## src/rtl/alu_slice_pkg.sv

```systemverilog
package alu_slice_pkg;

   localparam int SEL_W = 4;

   localparam int SEL_OR_B    = 0;
   localparam int SEL_OR_NB   = 1;
   localparam int SEL_GEN_NB  = 2;
   localparam int SEL_GEN_B   = 3;

   typedef enum logic {
      CARRY_RIPPLE    = 1'b0,
      CARRY_LOOKAHEAD = 1'b1
   } carry_style_e;

endpackage

```

## src/rtl/alu_operand_gen.sv

```systemverilog
module alu_operand_gen
   import alu_slice_pkg::*;
#(
   parameter int WIDTH = 4
) (
   input  logic [WIDTH-1:0] a_i,
   input  logic [WIDTH-1:0] b_i,
   input  logic [SEL_W-1:0] sel_i,
   output logic [WIDTH-1:0] prop_o,
   output logic [WIDTH-1:0] gen_o
);

   genvar gi;
   generate
      for (gi = 0; gi < WIDTH; gi++) begin : g_bit
         logic b_true;
         logic b_false;
         assign b_true  = b_i[gi];
         assign b_false = ~b_i[gi];
         assign prop_o[gi] = a_i[gi]
                           | (b_true  & sel_i[SEL_OR_B])
                           | (b_false & sel_i[SEL_OR_NB]);
         assign gen_o[gi]  = (a_i[gi] & b_false & sel_i[SEL_GEN_NB])
                           | (a_i[gi] & b_true  & sel_i[SEL_GEN_B]);
      end
   endgenerate

endmodule

```

## src/rtl/alu_carry_net.sv

```systemverilog
module alu_carry_net
   import alu_slice_pkg::*;
#(
   parameter int           WIDTH = 4,
   parameter carry_style_e STYLE = CARRY_LOOKAHEAD
) (
   input  logic [WIDTH-1:0] prop_i,
   input  logic [WIDTH-1:0] gen_i,
   input  logic             carry_i,
   output logic [WIDTH-1:0] carry_o,
   output logic             grp_gen_o,
   output logic             grp_prop_o,
   output logic             carry_out_o
);

   localparam int TOP = WIDTH - 1;

   function automatic logic span_carry(input logic [WIDTH-1:0] p,
                                       input logic [WIDTH-1:0] g,
                                       input logic             cin,
                                       input int               upto);
      logic acc;
      logic run;
      acc = 1'b0;
      run = 1'b1;
      for (int j = upto; j >= 0; j--) begin
         acc = acc | (run & g[j]);
         run = run & p[j];
      end
      return acc | (run & cin);
   endfunction

   assign grp_prop_o = &prop_i;

   generate
      if (STYLE == CARRY_LOOKAHEAD) begin : g_lookahead
         always_comb begin
            carry_o[0] = carry_i;
            for (int i = 1; i < WIDTH; i++) begin
               carry_o[i] = span_carry(prop_i, gen_i, carry_i, i - 1);
            end
         end
         assign grp_gen_o   = span_carry(prop_i, gen_i, 1'b0, TOP);
         assign carry_out_o = grp_gen_o | (grp_prop_o & carry_i);
      end else begin : g_ripple
         logic [WIDTH:0] chain;
         logic [WIDTH:0] chain0;
         assign chain[0]  = carry_i;
         assign chain0[0] = 1'b0;
         genvar ri;
         for (ri = 0; ri < WIDTH; ri++) begin : g_stage
            assign chain[ri+1]  = gen_i[ri] | (prop_i[ri] & chain[ri]);
            assign chain0[ri+1] = gen_i[ri] | (prop_i[ri] & chain0[ri]);
         end
         assign carry_o     = chain[WIDTH-1:0];
         assign grp_gen_o   = chain0[WIDTH];
         assign carry_out_o = chain[WIDTH];
      end
   endgenerate

endmodule

```

## src/rtl/alu_result.sv

```systemverilog
module alu_result #(
   parameter int WIDTH = 4
) (
   input  logic [WIDTH-1:0] prop_i,
   input  logic [WIDTH-1:0] gen_i,
   input  logic [WIDTH-1:0] carry_i,
   input  logic             logic_mode_i,
   output logic [WIDTH-1:0] f_o,
   output logic             all_ones_o
);

   logic [WIDTH-1:0] half_sum;
   logic [WIDTH-1:0] flip;

   genvar gi;
   generate
      for (gi = 0; gi < WIDTH; gi++) begin : g_bit
         assign half_sum[gi] = prop_i[gi] & ~gen_i[gi];
         assign flip[gi]     = logic_mode_i | carry_i[gi];
         assign f_o[gi]      = half_sum[gi] ^ flip[gi];
      end
   endgenerate

   assign all_ones_o = &f_o;

endmodule

```

## src/rtl/alu_slice4.sv

```systemverilog
module alu_slice4
   import alu_slice_pkg::*;
#(
   parameter int           WIDTH       = 4,
   parameter carry_style_e CARRY_STYLE = CARRY_LOOKAHEAD
) (
   input  logic [WIDTH-1:0] a_i,
   input  logic [WIDTH-1:0] b_i,
   input  logic [3:0]       sel_i,
   input  logic             logic_mode_i,
   input  logic             carry_n_i,
   output logic [WIDTH-1:0] f_o,
   output logic             carry_n_o,
   output logic             prop_n_o,
   output logic             gen_n_o,
   output logic             equal_o
);

   generate
      if (WIDTH < 1 || WIDTH > 64) begin : g_bad_width
         $error("alu_slice4: WIDTH must lie in 1..64");
      end
      if (SEL_W != 4) begin : g_bad_sel
         $error("alu_slice4: select width must be 4");
      end
   endgenerate

   logic [WIDTH-1:0] prop;
   logic [WIDTH-1:0] gen;
   logic [WIDTH-1:0] carry_vec;
   logic             grp_gen;
   logic             grp_prop;
   logic             carry_out;

   alu_operand_gen #(.WIDTH(WIDTH)) i_operand_gen (
      .a_i    (a_i),
      .b_i    (b_i),
      .sel_i  (sel_i),
      .prop_o (prop),
      .gen_o  (gen)
   );

   alu_carry_net #(.WIDTH(WIDTH), .STYLE(CARRY_STYLE)) i_carry_net (
      .prop_i      (prop),
      .gen_i       (gen),
      .carry_i     (~carry_n_i),
      .carry_o     (carry_vec),
      .grp_gen_o   (grp_gen),
      .grp_prop_o  (grp_prop),
      .carry_out_o (carry_out)
   );

   alu_result #(.WIDTH(WIDTH)) i_result (
      .prop_i       (prop),
      .gen_i        (gen),
      .carry_i      (carry_vec),
      .logic_mode_i (logic_mode_i),
      .f_o          (f_o),
      .all_ones_o   (equal_o)
   );

   assign carry_n_o = ~carry_out;
   assign prop_n_o  = ~grp_prop;
   assign gen_n_o   = ~grp_gen;

endmodule

```

## config.mk

```make
export PLATFORM = sky130hd
export DESIGN_NAME = alu_slice4
export DESIGN_NICKNAME = d
export VERILOG_FILES = /design/src/rtl/alu_slice_pkg.sv /design/src/rtl/alu_operand_gen.sv /design/src/rtl/alu_carry_net.sv /design/src/rtl/alu_result.sv /design/src/rtl/alu_slice4.sv
export SDC_FILE = /design/constraint.sdc
export NUM_CORES = 1
export LEC_CHECK = 0
export BUFFER_PORTS_ARGS = -buffer_cell sky130_fd_sc_hd__buf_2
export CAP_MARGIN = 20
export CORE_AREA = 4 4 41 43
export DETAILED_ROUTE_END_ITERATION = 8
export DIE_AREA = 0 0 45 47
export PLACE_DENSITY = 0.5
export SYNTH_ARGS = -nofsm -noshare
export SYNTH_HDL_FRONTEND = slang
export SYNTH_HIERARCHICAL = 1
export SYNTH_SLANG_ARGS = --single-unit
```

## constraint.sdc

```tcl
create_clock -name vclk -period 2.1
set_input_delay 0.42 -clock vclk [all_inputs]
set_output_delay 0.42 -clock vclk [all_outputs]
set_load 0.01 [all_outputs]
```

==> results of run 1 <==
-- final cells by class --
| cell class | count | share of cell area (%) |
|---|---|---|
| inverter | 6 | 4.01 |
| tap | 15 | 3.34 |
| timing repair buffer | 33 | 37.2 |
| multi-input combinational | 39 | 55.5 |
-- layout by cell type, fill, tap and decap left out, drive strengths merged --
cell type,count
inv,6
o221ai,1
a21o,3
a21oi,2
nand2,1
a31o,1
nor2,4
mux2i,4
nand4,1
nor2b,12
and4,1
buf,33
xnor2,4
a211o,4
o21ai,1
-- worst min-delay path by stage --
stage / to / startpoint / cells after the start / slack (ns)
2_1_floorplan: f_o[3] / logic_mode_i / 2 / 1.01
3_3_place_gp: f_o[3] / logic_mode_i / 4 / 1.26
3_5_place_dp: f_o[3] / logic_mode_i / 4 / 1.27
4_1_cts: f_o[3] / logic_mode_i / 4 / 1.27
5_1_grt: f_o[3] / logic_mode_i / 4 / 1.32
6_report: f_o[3] / logic_mode_i / 4 / 1.27
-- power by group through the flow --
stage	combinational, µW	clock [µW]	sequential (µW)
finish	164	0	0
global route	179	0	0
CTS	149	0	0
detailed placement	145	0	0
global placement	144	0	0
floorplan	81.1	0	0
-- cells by family (layout without fill, tap and decap cells) --
family          Yosys count  after routing  share of synthesized area (%)
compound gates           12             12                           29.6
buf+inv                   7             39                           9.88
simple gates             19             19                           35.8
mux                       4              4                           13.2
xor+xnor                  4              4                           11.5
-- what timing repair did --
item                       4_1_cts  5_1_grt
pin swaps                        0        4
setup endpoints to repair        3        4
resized for setup                2        8
setup buffers                    1        2
-- metrics by stage --
stage	power [µW]	util, %	setup slack [ns]
4_1_cts	149	40.0	-0.190
6_report	164	43.2	-0.159
2_1_floorplan	81.1	-	-0.00497
5_1_grt	179	43.2	-0.245
3_3_place_gp	144	38.7	-0.182
3_5_place_dp	145	38.7	-0.208
-- metal layers --
layer | GRT usage [%] | wire [µm]
met5 | 0 | 0
met4 | 0 | 0
met3 | 0.766 | 56
met2 | 16.7 | 489
met1 | 13.5 | 451
-- tightest hold or removal path, cell delays in order --
cell and delay, ns:
buf_2 0.13, nor2_2 0.06, xnor2_2 0.13, buf_2 0.12
==> metrics, run 1 <==
Mapped Cells=46; violated checks=negative setup slack; CP bufs+invs=2; TritonRoute pass-1 iters=4; top-count cell post-synth=nor2b_1; WP data arrival=1.84 ns; drt drc=0; HP Class=in2out; outcome=finished, violations left; Mapped Avg Cell Area=6.61 µm²; max_cap viols=0; cell-internal power=87.9 µW; crit end category=output pin; Max-slew headroom=83.6%; multi-input logic area=312 µm²; Net Sw Frac=46.5%; Post-synth top cells=12 x nor2b_1, 6 x inv_1; RePlAce Congestion=0.741; warnings from Yosys=6; Fin Hold WS=1.27 ns; Power Dens Cells=292 nW/µm²; synth top area cells=nor2b_1 25%, mux2i_1 13%, a211o_1 12%; Die Y-Extent=47 µm; DP Wirelength=829 µm; Worst Path Class, Setup=in2out; Placement Rows=13; Worst EP required=1.68 ns; Max Slew Vio Count=0; first-pass GRT wire length=1.57 mm; Final Non-Filler Cells=93; period utilisation layout=108%; starting density of the core=23.4%; GR Util All Layers=9.52%; largest net degree at the start of global routing=5; mapped cell area=304 µm²; share of cells above drive strength 1=50.0%; wire per inst=10.7 µm; clock share of power=0%; die area=2120 µm²; fillcell total=150; area grow syn2layout=84.8%; initial antenna violation count=0; Leak=0.000312 µW; n_diodes=0; leading area contributor after synthesis=nor2b_1; # clk buffers=0; CP Launch Type=input port; Placed Cells=91; DRT antenna net count=0; Setup crit end=equal_o; setup TNS=-0.220 ns; worst slew pin tran=0.246 ns; Final Hold Fails=0; Area after DPL=503 µm²; crit-path leading delay family=compound AO/OA/AOI/OAI gates; number of sequential cells=0; vias in the first global route=373; Net Sw Power=76.3 µW; final worst slack=-0.159 ns; Worst path max stage delay=0.24 ns; post-synthesis sequential area ratio=0%; DR iter-0 viols=2; RSZ-0062 raised after global routing=true; Stages on worst setup path=9; Setup Viol. Count Final=3; DIE WIDTH=45 µm; Max Clk Rate=443 MHz; register area=0 µm²; total number of vias=428; Cell Chain, Critical Path=buf_8 -> nor2b_4 -> a211o_1 -> a21o_1 -> a31o_1 -> nor2_2 -> xnor2_2 -> and4_1 -> buf_2; Syn Nets=60; Final min period=2.26 ns; Worst setup startpoint=sel_i[1]; slowest CP cell=a211o_1; Nets=94; Comb pwr share=100.0%; core area=1300 µm²; Port Buffers=22; final wirelength=997 µm; Top Ports=22; cell area after layout=562 µm²; CP max FO=4; Seq pwr share=0%; drt via density=4.60; top cell type's share of synthesized area=24.7%; Hold Buf Count CTS=0; grt ovf=0; VDD IR max=113 µV; Cell variety after synth=15
Power figures use the tool's default switching activity.
==> run 2, diff against run 1 <==
- ABC_AREA: unset -> 1
- PLACE_DENSITY: 0.5 -> 0.59
==> run 2 against run 1 <==
The run now ends clean. Hold slack worse by 0.018 ns. Die area unchanged. Worst setup slack better by 0.35 ns. Non-clock buffer count down 9. Via count up 40%. Global-route usage up 1.3 points. Wire length up 14%. Design area up 2.2%. Final cell count up 46%. Maximum frequency up 18%. Critical endpoint unchanged. Highest routed layer unchanged.
==> metrics, run 2 <==
largest net degree at the start of global routing=6 (+1); Worst EP required=1.68 ns (about the same); hold path start=logic_mode_i; outcome=completed; TritonRoute pass-1 iters=4 (unchanged); RSZ-0062 raised after global routing=false; initial antenna violation count=0 (unchanged); Cell variety after synth=10 (-5); VDD IR max=131 µV (+15%); worst slew pin tran=0.219 ns (-0.0271 ns); Setup Viol. Count Final=0 (-3); synth top area cells=nand2_1 34%, inv_1 25%, nand3_1 17%; Mapped Cells=98 (+110%); die area=2120 µm² (unchanged); max_cap viols=0 (unchanged); Nets=137 (+46%); mapped cell area=413 µm² (+36%); number of sequential cells=0 (unchanged); Port Buffers=22 (unchanged); DR iter-0 viols=7 (+5); most common cell after layout, fill and taps aside=nand2_1; RePlAce Congestion=0.786 (+6.1%); Max-slew headroom=85.4% (+1.8 points); Setup crit end=equal_o; Max Slew Vio Count=0 (unchanged); total number of vias=598 (+40%); setup TNS=0 ns (+0.220 ns); Worst Path Class, Setup=in2out; first-pass GRT wire length=1.85 mm (+18%); CP Launch Type=input port; # Post-CTS Setup Buffers=0 (-1); warnings from Yosys=6 (unchanged); Power Dens Cells=267 nW/µm² (-8.7%); Final Hold Fails=0 (unchanged); top cell type's share of synthesized area=33.6% (+8.9 points); Die Y-Extent=47 µm (unchanged); share of cells above drive strength 1=29.8% (-20 points); Mapped Avg Cell Area=4.21 µm² (-36%); Max Clk Rate=523 MHz (+18%); post-synthesis sequential area ratio=0% (unchanged); grt ovf=0 (unchanged); HP Class=in2out; n_diodes=0 (unchanged); DRT antenna net count=0 (unchanged); PnR Total Power=153 µW (-6.7%); final wirelength=1.13 mm (+14%); Post-synth top cells=37 x nand2_1, 27 x inv_1, 14 x nand3_1; leading area contributor after synthesis=nand2_1; Top Ports=22 (unchanged); Placement Rows=13 (unchanged); register area=0 µm² (unchanged); GR Util All Layers=10.9% (+1.3 points); Final min period=1.91 ns (-0.348 ns); drt drc=0 (unchanged); top-count cell post-synth=nand2_1; starting density of the core=31.7% (+8.4 points); DP Wirelength=991 µm (+20%); DIE WIDTH=45 µm (unchanged); core area=1300 µm² (unchanged); Worst setup startpoint=b_i[0]; WP data arrival=1.49 ns (-0.35 ns); wire per inst=8.34 µm (-22%); vias in the first global route=494 (+32%); # clk buffers=0 (unchanged); Syn Nets=112 (+87%); drt via density=4.40 (-4.5%); period utilisation layout=91.0% (-17 points); area grow syn2layout=39.1%; CP max FO=3 (-1); Leak=0.000422 µW (+35%); commonest non-fill, non-tap cells in the layout=37 x nand2_1, 27 x inv_1, 22 x buf_2; crit end category=output pin
-- run 2: worst min-delay path by stage --
stage,slack (ns),cells past startpoint,endpoint
after floorplan,0.98,3,f_o[3]
after detailed placement,1.26,5,f_o[3]
after global routing,1.31,5,f_o[3]
after global placement,1.26,6,carry_n_o
final,1.26,5,f_o[3]
after CTS,1.26,5,f_o[3]
-- run 2: repair_timing --
| item | 4_1_cts | 5_1_grt |
|---|---|---|
| hold buffers | 0 | 0 |
| endpoints found under the setup margin | 0 | 1 |
| resized for setup | 0 | 6 |
-- run 2: cell type report --
type                            count  area [µm²]
Fill cell                         165         727
Inverter                           28         105
Multi-Input combinational cell     69         325
Tap cell                           15        18.8
Timing Repair Buffer               24         125
-- run 2: per-layer routing --
metal / track usage (%) / share of wire [%] / up-vias
li1: - / - / 331
met1: 14.4 / 45 / 249
met2: 20.9 / 48 / 18
met3: 0 / 7.0 / 0
met4: 0 / 0 / 0
met5: 0 / 0 / -
-- run 2: worst max-delay path: stages --
cell,delay (ns)
buf_2,0.10
inv_1,0.05
nand2_1,0.07
nand3_2,0.08
a21oi_2,0.22
inv_1,0.08
nor2_1,0.10
nand2_1,0.06
nand2_1,0.07
nand2_1,0.06
nor2_1,0.07
buf_2,0.13
-- run 2: through the flow --
| stage | setup slack [ns] | instances | hold slack (ns) | utilization [%] | instance area (µm²) |
|---|---|---|---|---|---|
| 6_report | 0.189 | 136 | 1.26 | 44.1 | 574 |
| 4_1_cts | 0.112 | 136 | 1.26 | 42.2 | 549 |
| 5_1_grt | 0.0112 | 136 | 1.31 | 44.1 | 574 |
| 3_5_place_dp | 0.114 | 136 | 1.26 | 42.2 | 549 |
| 3_3_place_gp | 0.126 | 136 | 1.26 | 42.2 | 549 |
| 2_1_floorplan | 0.285 | 98 | 0.985 | - | 413 |
-- run 2: cell families (layout without fill, tap and decap cells) --
group | after synthesis | in the layout | synth area share [%]
simple gates | 64 | 64 | 66.7
buf+inv | 29 | 52 | 27.3
compound gates | 5 | 5 | 6.06
-- run 2: where the power goes --
| part | total (µW) | internal (µW) | switching (µW) | leakage, µW |
|---|---|---|---|---|
| sequential | 0 | 0 | 0 | 0 |
| clock | 0 | 0 | 0 | 0 |
| combinational | 153 | 61.2 | 92.1 | 0.000422 |
| total | 153 | 61.2 | 92.1 | 0.000422 |
